`src/rtl/cbf_pkg.sv`:
```
package cbf_pkg;
  localparam int BF_LANES  = 8;
  localparam int ROT_FRAC  = 12;
  localparam int ROT_K     = 2896;

  typedef enum logic [1:0] {
    BF_R2  = 2'd0,
    BF_R4  = 2'd1,
    BF_R8  = 2'd2,
    BF_R8X = 2'd3
  } bf_mode_e;

  function automatic int br3(input int k);
    return ((k & 1) << 2) | (k & 2) | ((k >> 2) & 1);
  endfunction

  function automatic int br2(input int k);
    return ((k & 1) << 1) | ((k >> 1) & 1);
  endfunction
endpackage

```
`src/rtl/cbf_rot8.sv`:
```
module cbf_rot8 import cbf_pkg::*; #(
  parameter int IW    = 15,
  parameter bit THIRD = 1'b0
) (
  input  logic signed [IW-1:0] re_i,
  input  logic signed [IW-1:0] im_i,
  output logic signed [IW-1:0] re_o,
  output logic signed [IW-1:0] im_o
);
  localparam int PW    = IW + 15;
  localparam int ROUND = 1 << (ROT_FRAC - 1);

  logic signed [IW:0]   sum, dif, s_re, s_im;
  logic signed [PW-1:0] p_re, p_im, q_re, q_im;

  assign sum = {re_i[IW-1], re_i} + {im_i[IW-1], im_i};
  assign dif = {im_i[IW-1], im_i} - {re_i[IW-1], re_i};

  generate
    if (THIRD) begin : g_third
      assign s_re = dif;
      assign s_im = -sum;
    end else begin : g_first
      assign s_re = sum;
      assign s_im = dif;
    end
  endgenerate

  assign p_re = {{(PW-IW-1){s_re[IW]}}, s_re} * PW'(ROT_K) + PW'(ROUND);
  assign p_im = {{(PW-IW-1){s_im[IW]}}, s_im} * PW'(ROT_K) + PW'(ROUND);
  assign q_re = p_re >>> ROT_FRAC;
  assign q_im = p_im >>> ROT_FRAC;
  assign re_o = q_re[IW-1:0];
  assign im_o = q_im[IW-1:0];
endmodule

```
`src/rtl/cbf_layer.sv`:
```
module cbf_layer import cbf_pkg::*; #(
  parameter int IW   = 15,
  parameter int SPAN = 4
) (
  input  logic                 en,
  input  logic signed [IW-1:0] re_i [BF_LANES],
  input  logic signed [IW-1:0] im_i [BF_LANES],
  output logic signed [IW-1:0] re_o [BF_LANES],
  output logic signed [IW-1:0] im_o [BF_LANES]
);
  localparam int PAIRS = BF_LANES / 2;
  localparam int STEP  = 4 / SPAN;

  generate
    for (genvar p = 0; p < PAIRS; p++) begin : g_pair
      localparam int GRP = p / SPAN;
      localparam int POS = p % SPAN;
      localparam int TOP = GRP * 2 * SPAN + POS;
      localparam int BOT = TOP + SPAN;
      localparam int EXP = POS * STEP;

      logic signed [IW-1:0] a_re, a_im, d_re, d_im, r_re, r_im;

      assign a_re = re_i[TOP] + re_i[BOT];
      assign a_im = im_i[TOP] + im_i[BOT];
      assign d_re = re_i[TOP] - re_i[BOT];
      assign d_im = im_i[TOP] - im_i[BOT];

      if (EXP == 0) begin : g_w0
        assign r_re = d_re;
        assign r_im = d_im;
      end else if (EXP == 2) begin : g_wmj
        assign r_re = d_im;
        assign r_im = -d_re;
      end else begin : g_wodd
        cbf_rot8 #(.IW(IW), .THIRD(EXP == 3)) u_rot (
          .re_i(d_re), .im_i(d_im), .re_o(r_re), .im_o(r_im)
        );
      end

      assign re_o[TOP] = en ? a_re : re_i[TOP];
      assign im_o[TOP] = en ? a_im : im_i[TOP];
      assign re_o[BOT] = en ? r_re : re_i[BOT];
      assign im_o[BOT] = en ? r_im : im_i[BOT];
    end
  endgenerate
endmodule

```
`src/rtl/cbf_butterfly.sv`:
```
module cbf_butterfly import cbf_pkg::*; #(
  parameter int W     = 12,
  parameter int GUARD = 3
) (
  input  logic                                clk,
  input  logic                                rst,
  input  logic                                in_valid,
  output logic                                in_ready,
  input  logic [1:0]                          in_mode,
  input  logic                                in_inv,
  input  logic [BF_LANES*2*W-1:0]             in_data,
  output logic                                out_valid,
  input  logic                                out_ready,
  output logic [BF_LANES*2*(W+GUARD)-1:0]     out_data
);
  localparam int OW = W + GUARD;

  logic signed [OW-1:0] x_re [BF_LANES];
  logic signed [OW-1:0] x_im [BF_LANES];
  logic signed [OW-1:0] s1_re [BF_LANES];
  logic signed [OW-1:0] s1_im [BF_LANES];
  logic signed [OW-1:0] s2_re [BF_LANES];
  logic signed [OW-1:0] s2_im [BF_LANES];
  logic signed [OW-1:0] c_re [BF_LANES];
  logic signed [OW-1:0] c_im [BF_LANES];
  logic [BF_LANES*2*OW-1:0] nxt;
  logic mode_r8, mode_r4, take;

  assign mode_r8  = in_mode[1];
  assign mode_r4  = (in_mode == BF_R4);
  assign in_ready = !out_valid || out_ready;
  assign take     = in_valid && in_ready;

  generate
    for (genvar n = 0; n < BF_LANES; n++) begin : g_in
      logic signed [OW-1:0] e_im;
      assign x_re[n] = {{GUARD{in_data[n*2*W+W-1]}}, in_data[n*2*W +: W]};
      assign e_im    = {{GUARD{in_data[n*2*W+2*W-1]}}, in_data[n*2*W+W +: W]};
      assign x_im[n] = in_inv ? -e_im : e_im;
    end
  endgenerate

  cbf_layer #(.IW(OW), .SPAN(4)) u_l1 (
    .en(mode_r8), .re_i(x_re), .im_i(x_im), .re_o(s1_re), .im_o(s1_im)
  );
  cbf_layer #(.IW(OW), .SPAN(2)) u_l2 (
    .en(mode_r8 || mode_r4), .re_i(s1_re), .im_i(s1_im), .re_o(s2_re), .im_o(s2_im)
  );
  cbf_layer #(.IW(OW), .SPAN(1)) u_l3 (
    .en(1'b1), .re_i(s2_re), .im_i(s2_im), .re_o(c_re), .im_o(c_im)
  );

  // Natural-order output: undo the bit reversal of the selected butterfly size.
  generate
    for (genvar k = 0; k < BF_LANES; k++) begin : g_out
      localparam int I8 = br3(k);
      localparam int I4 = (k & 4) | br2(k & 3);
      logic signed [OW-1:0] y_re, y_im;
      assign y_re = mode_r8 ? c_re[I8] : (mode_r4 ? c_re[I4] : c_re[k]);
      assign y_im = mode_r8 ? c_im[I8] : (mode_r4 ? c_im[I4] : c_im[k]);
      assign nxt[k*2*OW +: OW]    = y_re;
      assign nxt[k*2*OW+OW +: OW] = in_inv ? -y_im : y_im;
    end
  endgenerate

  always_ff @(posedge clk) begin
    if (rst) begin
      out_valid <= 1'b0;
    end else if (in_ready) begin
      out_valid <= in_valid;
    end
    if (take) begin
      out_data <= nxt;
    end
  end
endmodule

```
`config.mk`:
```
export PLATFORM = sky130hd
export DESIGN_NAME = cbf_butterfly
export DESIGN_NICKNAME = d
export VERILOG_FILES = /design/src/rtl/cbf_pkg.sv /design/src/rtl/cbf_rot8.sv /design/src/rtl/cbf_layer.sv /design/src/rtl/cbf_butterfly.sv
export SDC_FILE = /design/constraint.sdc
export NUM_CORES = 2
export LEC_CHECK = 0
export BUFFER_PORTS_ARGS = -buffer_cell sky130_fd_sc_hd__buf_4
export CAP_MARGIN = 20
export CORE_UTILIZATION = 44
export DETAILED_ROUTE_END_ITERATION = 8
export PLACE_DENSITY = 0.64
export SYNTH_ARGS = -nofsm -noshare
export SYNTH_HDL_FRONTEND = slang
export SYNTH_SLANG_ARGS = --single-unit
```
`constraint.sdc`:
```
create_clock -name clk -period 45.9 [get_ports clk]
set_input_delay 4.59 -clock clk [delete_from_list [all_inputs] [get_ports clk]]
set_output_delay 4.59 -clock clk [all_outputs]
set_load 0.05 [all_outputs]
```
* Word-level counts from Yosys, hierarchy flattened
Cells that the tools add are included.
Storage, ports and cells: RAM bits 0, register bits 241, input port bits 199, ROM bits 0, bits in latches 0, output and inout bits 242, memories 0
Cells by class: div/mod/pow operators 0, $add $sub $neg 76, equal/unequal tests 1, multiply operators 4, multiplexer cells 68, shift operators 0, magnitude comparators 0, bitwise operators 0, reduce and logical (&&, ||, !) cells 4
Operators with widths (number):
- $mux 15 | 68
- $add 15x15->15 | 20
- $sub 15x15->15 | 20
- $neg 15->15 | 11
- $mul 30x8->23 const B | 4
- $neg 12->15 | 8
- $add 27x12->27 const B | 4
- $add 12x12->13 | 4
- $sub 12x12->13 | 4
- $add 13x15->16 | 2
- $sub 15x13->16 | 2
- $neg 16->16 | 1
- $eq 2x1->1 const B | 1
- $logic_or 1x1->1 | 2
- $logic_and 1x1->1 | 1
- $logic_not 1->1 | 1

* Logic depth before layout (Yosys ltp)
depth in word-level cells 15, gate-level depth with buffers 68, mapped depth without buffers 64

* By module
From an unflattened synthesis, not the netlist that was laid out.
Unflattened totals: cell total of the unflattened synthesis 9329, area total of the unflattened synthesis 69948.3 µm²
By module, submodules not included:
- cbf_butterfly | cells an instance 1383, times used 1, area an instance 14844.2 µm², seq. area each 7226.9 µm²
- cbf_layer at u_l2 | cells an instance 2088, times used 1, area an instance 13753.2 µm², seq. area each 0.0 µm²
- cbf_layer at u_l3 | cells an instance 2093, times used 1, area an instance 13686.9 µm², seq. area each 0.0 µm²
- cbf_layer at u_l1 | cells an instance 2009, times used 1, area an instance 13070.0 µm², seq. area each 0.0 µm²
- cbf_rot8 at u_l1.g_pair[1].g_wodd.u_rot | cells an instance 904, times used 1, area an instance 7414.6 µm², seq. area each 0.0 µm²
- cbf_rot8 at u_l1.g_pair[3].g_wodd.u_rot | cells an instance 852, times used 1, area an instance 7179.4 µm², seq. area each 0.0 µm²

* Worst setup path before layout
No wires, ideal clock.
path type input port to flip-flop, start point in in_inv, end point reg out_data[209], data pin, data arrival time 17.547 ns, path buffers 6, stages on the path 66, data required time 45.629 ns, setup time 0.271 ns, setup slack 28.083 ns, path through clkbuf_1 -> inv_1 -> clkbuf_1 -> clkbuf_1 -> a21boi_0 -> inv_1 -> ha_1 -> o21bai_1 -> a21oi_1 -> o21bai_1 -> a21o_1 -> a21oi_1 -> nor2_1 -> nor2_1 -> o21bai_1 -> a21oi_1 -> o21bai_1 -> a21oi_1 -> (+30 left out) -> nor2_1 -> a22o_1 -> a311oi_1 -> a21oi_1 -> xnor2_1 -> nor2_1 -> a21o_1 -> ha_1 -> clkbuf_1 -> nor2_1 -> a311o_1 -> xnor2_1 -> nor2_1 -> a221oi_1 -> a41oi_1 -> mux2_2 -> a2111oi_1 -> o21ai_1
On the way: cells in the longest elaborated chain, start to end 14, elaborated cells between the ends (all ways) 55, those cells by class 25 x add/sub; 4 x mul; 26 x mux
RTL lines:
- from (decl) | line cbf_butterfly.sv:10 | input logic in_inv,
- $mux 15 | line cbf_butterfly.sv:39 | assign x_im[n] = in_inv ? -e_im : e_im;
- $sub 15x15->15 | line cbf_layer.sv:27 | assign d_im = im_i[TOP] - im_i[BOT];
- $add 13x15->16 / $sub 15x13->16 (equally long branches) | line cbf_rot8.sv:16, cbf_rot8.sv:17
- $neg 16->16 / $mul 30x8->23 (equally long branches) | line cbf_rot8.sv:22, cbf_rot8.sv:29
- $mul 30x8->23 / $add 27x12->27 (equally long branches) | line cbf_rot8.sv:30, cbf_rot8.sv:29
- $add 27x12->27 / $mux 15 (equally long branches) | line cbf_rot8.sv:30, cbf_layer.sv:43
- $mux 15 / $sub 15x15->15 (equally long branches) | line cbf_layer.sv:44, cbf_layer.sv:26
- $add 15x15->15 / $neg 15->15 (equally long branches) | line cbf_layer.sv:25, cbf_layer.sv:34
- $mux 15, on equally long branches | line cbf_layer.sv:42, cbf_layer.sv:44
- $sub 15x15->15 / $add 15x15->15 (equally long branches) | line cbf_layer.sv:27, cbf_layer.sv:25
- $mux 15 (2 in series) | line cbf_butterfly.sv:60 | assign y_im = mode_r8 ? c_im[I8] : (mode_r4 ? c_im[I4] : c_im[k]);
- $neg 15->15 | line cbf_butterfly.sv:62 | assign nxt[k*2*OW+OW +: OW] = in_inv ? -y_im : y_im;
- $mux 15 (*) | line cbf_butterfly.sv:62
- via nxt[209] | line cbf_butterfly.sv:26 | logic [BF_LANES*2*OW-1:0] nxt;
- to (signal assigned) | line cbf_butterfly.sv:73 | out_data <= nxt;
- to (decl) | line cbf_butterfly.sv:14 | output logic [BF_LANES*2*(W+GUARD)-1:0] out_data
Mark *: on every way through the listed nets, which the timed path passes. The rest lies on a longest branch. A chain may end at the register's enable or synchronous reset.

* Worst setup path after layout
start point in in_data[84], end point reg out_data[209], data pin
On the way: cells in the longest elaborated chain, start to end 15, elaborated cells between the ends (all ways) 27, those cells by class 15 x add/sub; 2 x mul; 10 x mux
RTL lines:
- from (decl) | line cbf_butterfly.sv:11 | input logic [BF_LANES*2*W-1:0] in_data,
- $neg 12->15 | line cbf_butterfly.sv:39
- $mux 15 (*) | line cbf_butterfly.sv:39
- $sub 15x15->15 | line cbf_layer.sv:27
- $add 13x15->16 / $sub 15x13->16 (equally long branches) | line cbf_rot8.sv:16, cbf_rot8.sv:17
- $neg 16->16 / $mul 30x8->23 (equally long branches) | line cbf_rot8.sv:22, cbf_rot8.sv:29
- $mul 30x8->23 / $add 27x12->27 (equally long branches) | line cbf_rot8.sv:30, cbf_rot8.sv:29
- $add 27x12->27 / $mux 15 (equally long branches) | line cbf_rot8.sv:30, cbf_layer.sv:43
- $mux 15 / $sub 15x15->15 (equally long branches) | line cbf_layer.sv:44, cbf_layer.sv:26
- $add 15x15->15 / $neg 15->15 (equally long branches) | line cbf_layer.sv:25, cbf_layer.sv:34
- $mux 15, on equally long branches | line cbf_layer.sv:42, cbf_layer.sv:44
- $sub 15x15->15 / $add 15x15->15 (equally long branches) | line cbf_layer.sv:27, cbf_layer.sv:25
- $mux 15 | line cbf_butterfly.sv:60
- $mux 15 (*) | line cbf_butterfly.sv:60
- $neg 15->15 | line cbf_butterfly.sv:62
- $mux 15 (*) | line cbf_butterfly.sv:62
- via nxt[209] | line cbf_butterfly.sv:26
Marked as above.

==> insert_results.sql <==
INSERT INTO impl_metrics (metric_group, metric, value, unit) VALUES
('detailed_routing', 'wirelength', '226000', 'um'),
('global_route', 'grt_pass1_vias', '52183', ''),
('floorplanning', 'die_outline_area', '0.136', 'mm^2'),
('clocking', 'cts.hold.buffers_added', '0', ''),
('synthesis', 'mappedNetlistNets', '9053', ''),
('synthesis', 'synth_flop_cell', 'edfxtp_1', ''),
('clocking', 'cts_post_setup_buffers_inserted', '0', ''),
('global_route', 'global_route.peak_usage_layer', 'met2', ''),
('critical_path', 'critical_path_arrival', '19540', 'ps'),
('clocking', 'clock_sink_count', '241', ''),
('placed_design', 'port-buffer-count', '440', ''),
('detailed_routing', 'drt-vias-per-instance', '5.64', ''),
('synthesis', 'synth-edff-count', '240', ''),
('critical_path', 'cp.required', '46220', 'ps'),
('global_route', 'globalRouteTotalUtil', '32.3', '%'),
('global_route', 'grt_start_max_net_pins', '148', ''),
('synthesis', 'yosysSeqAreaShare', '12.2', '%'),
('floorplanning', 'start_util', '44.4', '%'),
('sta', 'skew', '7.37', 'ps'),
('global_route', 'grt_antenna_before_repair', '23', ''),
('detailed_routing', 'detailroute.via_count', '54787', ''),
('floorplanning', 'floorplan.rows', '134', ''),
('detailed_routing', 'routed_wire_length_per_instance', '23.3', 'um'),
('sta', 'final.setup.tns', '0', 'ps'),
('critical_path', 'biggest_fanout_along_the_worst_timing_path', '10', ''),
('critical_path', 'timing.critical_path.from_type', 'input pin', ''),
('synthesis', 'netlist_area', '0.0592', 'mm^2'),
('global_route', 'grt_use_met1', '43.5', '%'),
('floorplanning', 'coreArea', '0.133', 'mm^2'),
('min_path', 'timing.hold.worst.class', 'reg -> reg', ''),
('synthesis', 'synth.distinct_cells', '98', ''),
('synthesis', 'avgSynthCellArea', '7.74', 'um^2'),
('sta', 'grt_setup_unrepaired', 'false', ''),
('floorplanning', 'fp.dieH', '369', 'um'),
('clocking', 'cts-resized-gates', '0', ''),
('floorplanning', 'dieWidth', '369', 'um'),
('sta', 'worst-slew-pin-transition', '1320', 'ps'),
('cells_and_area', 'post_route_cells_drive_above_1_share', '8.17', '%'),
('clocking', 'clock_tree.root_cell', 'clkbuf_16', ''),
('synthesis', 'netlist_top_cells_area', 'ha_1 21%, edfxtp_1 12%, xnor2_1 11%, fa_1 7.2%, inv_1 6.9%', ''),
('critical_path', 'critical-path-max-stage-delay', '770', 'ps'),
('detailed_routing', 'drt_pass1_iterations', '5', ''),
('cells_and_area', 'synthToLayoutAreaGrowth', '9.87', '%'),
('synthesis', 'postSynthCellCount', '7652', ''),
('synthesis', 'yosys_warnings', '0', ''),
('cells_and_area', 'fill_cell_count', '13366', ''),
('placed_design', 'dp.final_hpwl', '195000', 'um'),
('cells_and_area', 'finish.instance_area', '0.0651', 'mm^2'),
('sta', 'timing.final.crit_share', '41.9', '%'),
('critical_path', 'crit_path_capture_type', 'register', ''),
('floorplanning', 'ioPinCount', '441', ''),
('global_route', 'grt.overflow.total', '0', ''),
('detailed_routing', 'drcViolationCount', '0', ''),
('sta', 'post-route-min-period', '19210', 'ps'),
('global_route', 'met3_usage', '4.38', '%'),
('synthesis', 'share_of_flip_flops_with_an_asynchronous_set_or_reset_after_synthesis', '0', '%'),
('sta', 'final-max-slew-violation-count', '0', ''),
('clocking', 'clk_latency', '590', 'ps'),
('clocking', 'clk_transition_reported_paths', '60', 'ps'),
('cells_and_area', 'combined_area_of_the_multi_input_logic_cells', '0.0469', 'mm^2'),
('critical_path', 'critical_path.most_common_cell', 'ha_1', ''),
('sta', 'finalSetupViolations', '0', ''),
('clocking', 'clock_tree_from_tritoncts', 'yes', ''),
('synthesis', 'post_synth_most_frequent_cells', '1,085 x inv_1, 988 x ha_1, 805 x a21oi_1, 745 x xnor2_1, 647 x nor2_1', ''),
('synthesis', 'yosysMostFrequentCell', 'inv_1', ''),
('placed_design', 'place_congestion', '1.03', ''),
('status', 'run_status', 'finished, final reports clean', ''),
('job', 'max-cap-violations', '0', ''),
('cells_and_area', 'final_nets', '9311', ''),
('detailed_routing', 'dr.first_iter.drc_count', '4658', ''),
('global_route', 'use_met2', '52.3', '%');
[final cells by class]
type,count,share of cell area (%)
inverters,1091,6.30
repair buffers,498,5.78
well taps,1768,3.40
multi-input cells,6053,72.1
clock inverters,16,0.273
flip-flops and latches,241,11.1
diodes,14,0.0538
clock buffers,28,0.979
[placed cells by master, fill, tap and decap left out, types with 17 or more instances in the layout]
cell type	Yosys	final
inv_1	1085	1083
ha_1	988	988
a21oi_1	805	805
xnor2_1	745	745
nor2_1	647	645
buf_4	0	491
nand2_1	481	479
o21ai_0	389	388
o21bai_1	297	297
edfxtp_1	240	240
fa_1	214	214
xor2_1	204	204
a21o_1	167	167
nor3_1	103	103
nand3_1	79	79
nand2b_1	71	71
o31ai_1	66	66
mux2i_1	61	61
or3_1	54	54
and3_1	53	53
nor2b_1	51	51
o21a_1	49	49
a31oi_1	45	45
a211oi_1	34	34
mux2_2	26	26
a21boi_0	26	25
clkbuf_16	0	25
o41ai_1	24	24
or2_2	23	23
or4_1	21	21
and2_1	21	20
o211ai_1	19	19
nor4_1	18	18
nor3b_1	17	17
[flip-flops by register name, summed over array words and instances (netlist names)]
register / cells
out_data: 240
out_valid: 1
[per-layer routing]
| metal | up-vias | part of all wire (%) |
|---|---|---|
| li1 | 26394 | - |
| met1 | 26257 | 44 |
| met4 | 16 | 4.0 |
| met2 | 1848 | 45 |
| met5 | - | 0.049 |
| met3 | 272 | 7.2 |
[stage by stage]
step                setup WS (ps)  util [%]  hold slack (ps)  instances
detailed placement          26340      48.1              531       9647
global placement            26630      48.1              509       9643
CTS                         26880      48.7              541       9691
floorplan                   28080         -             1110       7652
finish                      26690      48.8              538       9709
global route                25510      48.8              580       9706
[worst paths after layout]
check                              start                      end  slack (ps)  cells after the start
hold / removal    out_valid$_SDFFE_PP0N_   out_valid$_SDFFE_PP0N_         540                      2
setup reg to reg  out_valid$_SDFFE_PP0N_   out_data[90]$_DFFE_PP_       43150                      4
hold reg to reg   out_valid$_SDFFE_PP0N_   out_valid$_SDFFE_PP0N_         540                      2
setup / recovery             in_data[84]  out_data[209]$_DFFE_PP_       26690                     63
[cell families (layout without fill, tap and decap cells)]
| group | count (synthesis) | in the layout | synth area share (%) |
|---|---|---|---|
| AO/OA/AOI/OAI | 2096 | 2096 | 21.9 |
| XOR/XNOR | 959 | 959 | 14.4 |
| adder cells (fa/ha/maj) | 1204 | 1204 | 28.1 |
| buffers and inverters | 1358 | 1633 | 8.63 |
| flip-flops | 241 | 241 | 12.2 |
| multiplexers | 87 | 87 | 1.52 |
| other | 0 | 14 | 0 |
| AND/OR/NAND/NOR | 1707 | 1707 | 13.2 |
[critical path: cells and delay by family]
family          cells  cell delay [ps]
buf+inv             7              630
simple gates       12             1570
fa+ha+maj          10             4000
mux                 1              350
compound gates     27             6770
xor+xnor            6             1580
Power is left out: the tool's default activity adds up to more than one toggle a clock period on the data nets, which glitch-free logic cannot reach.
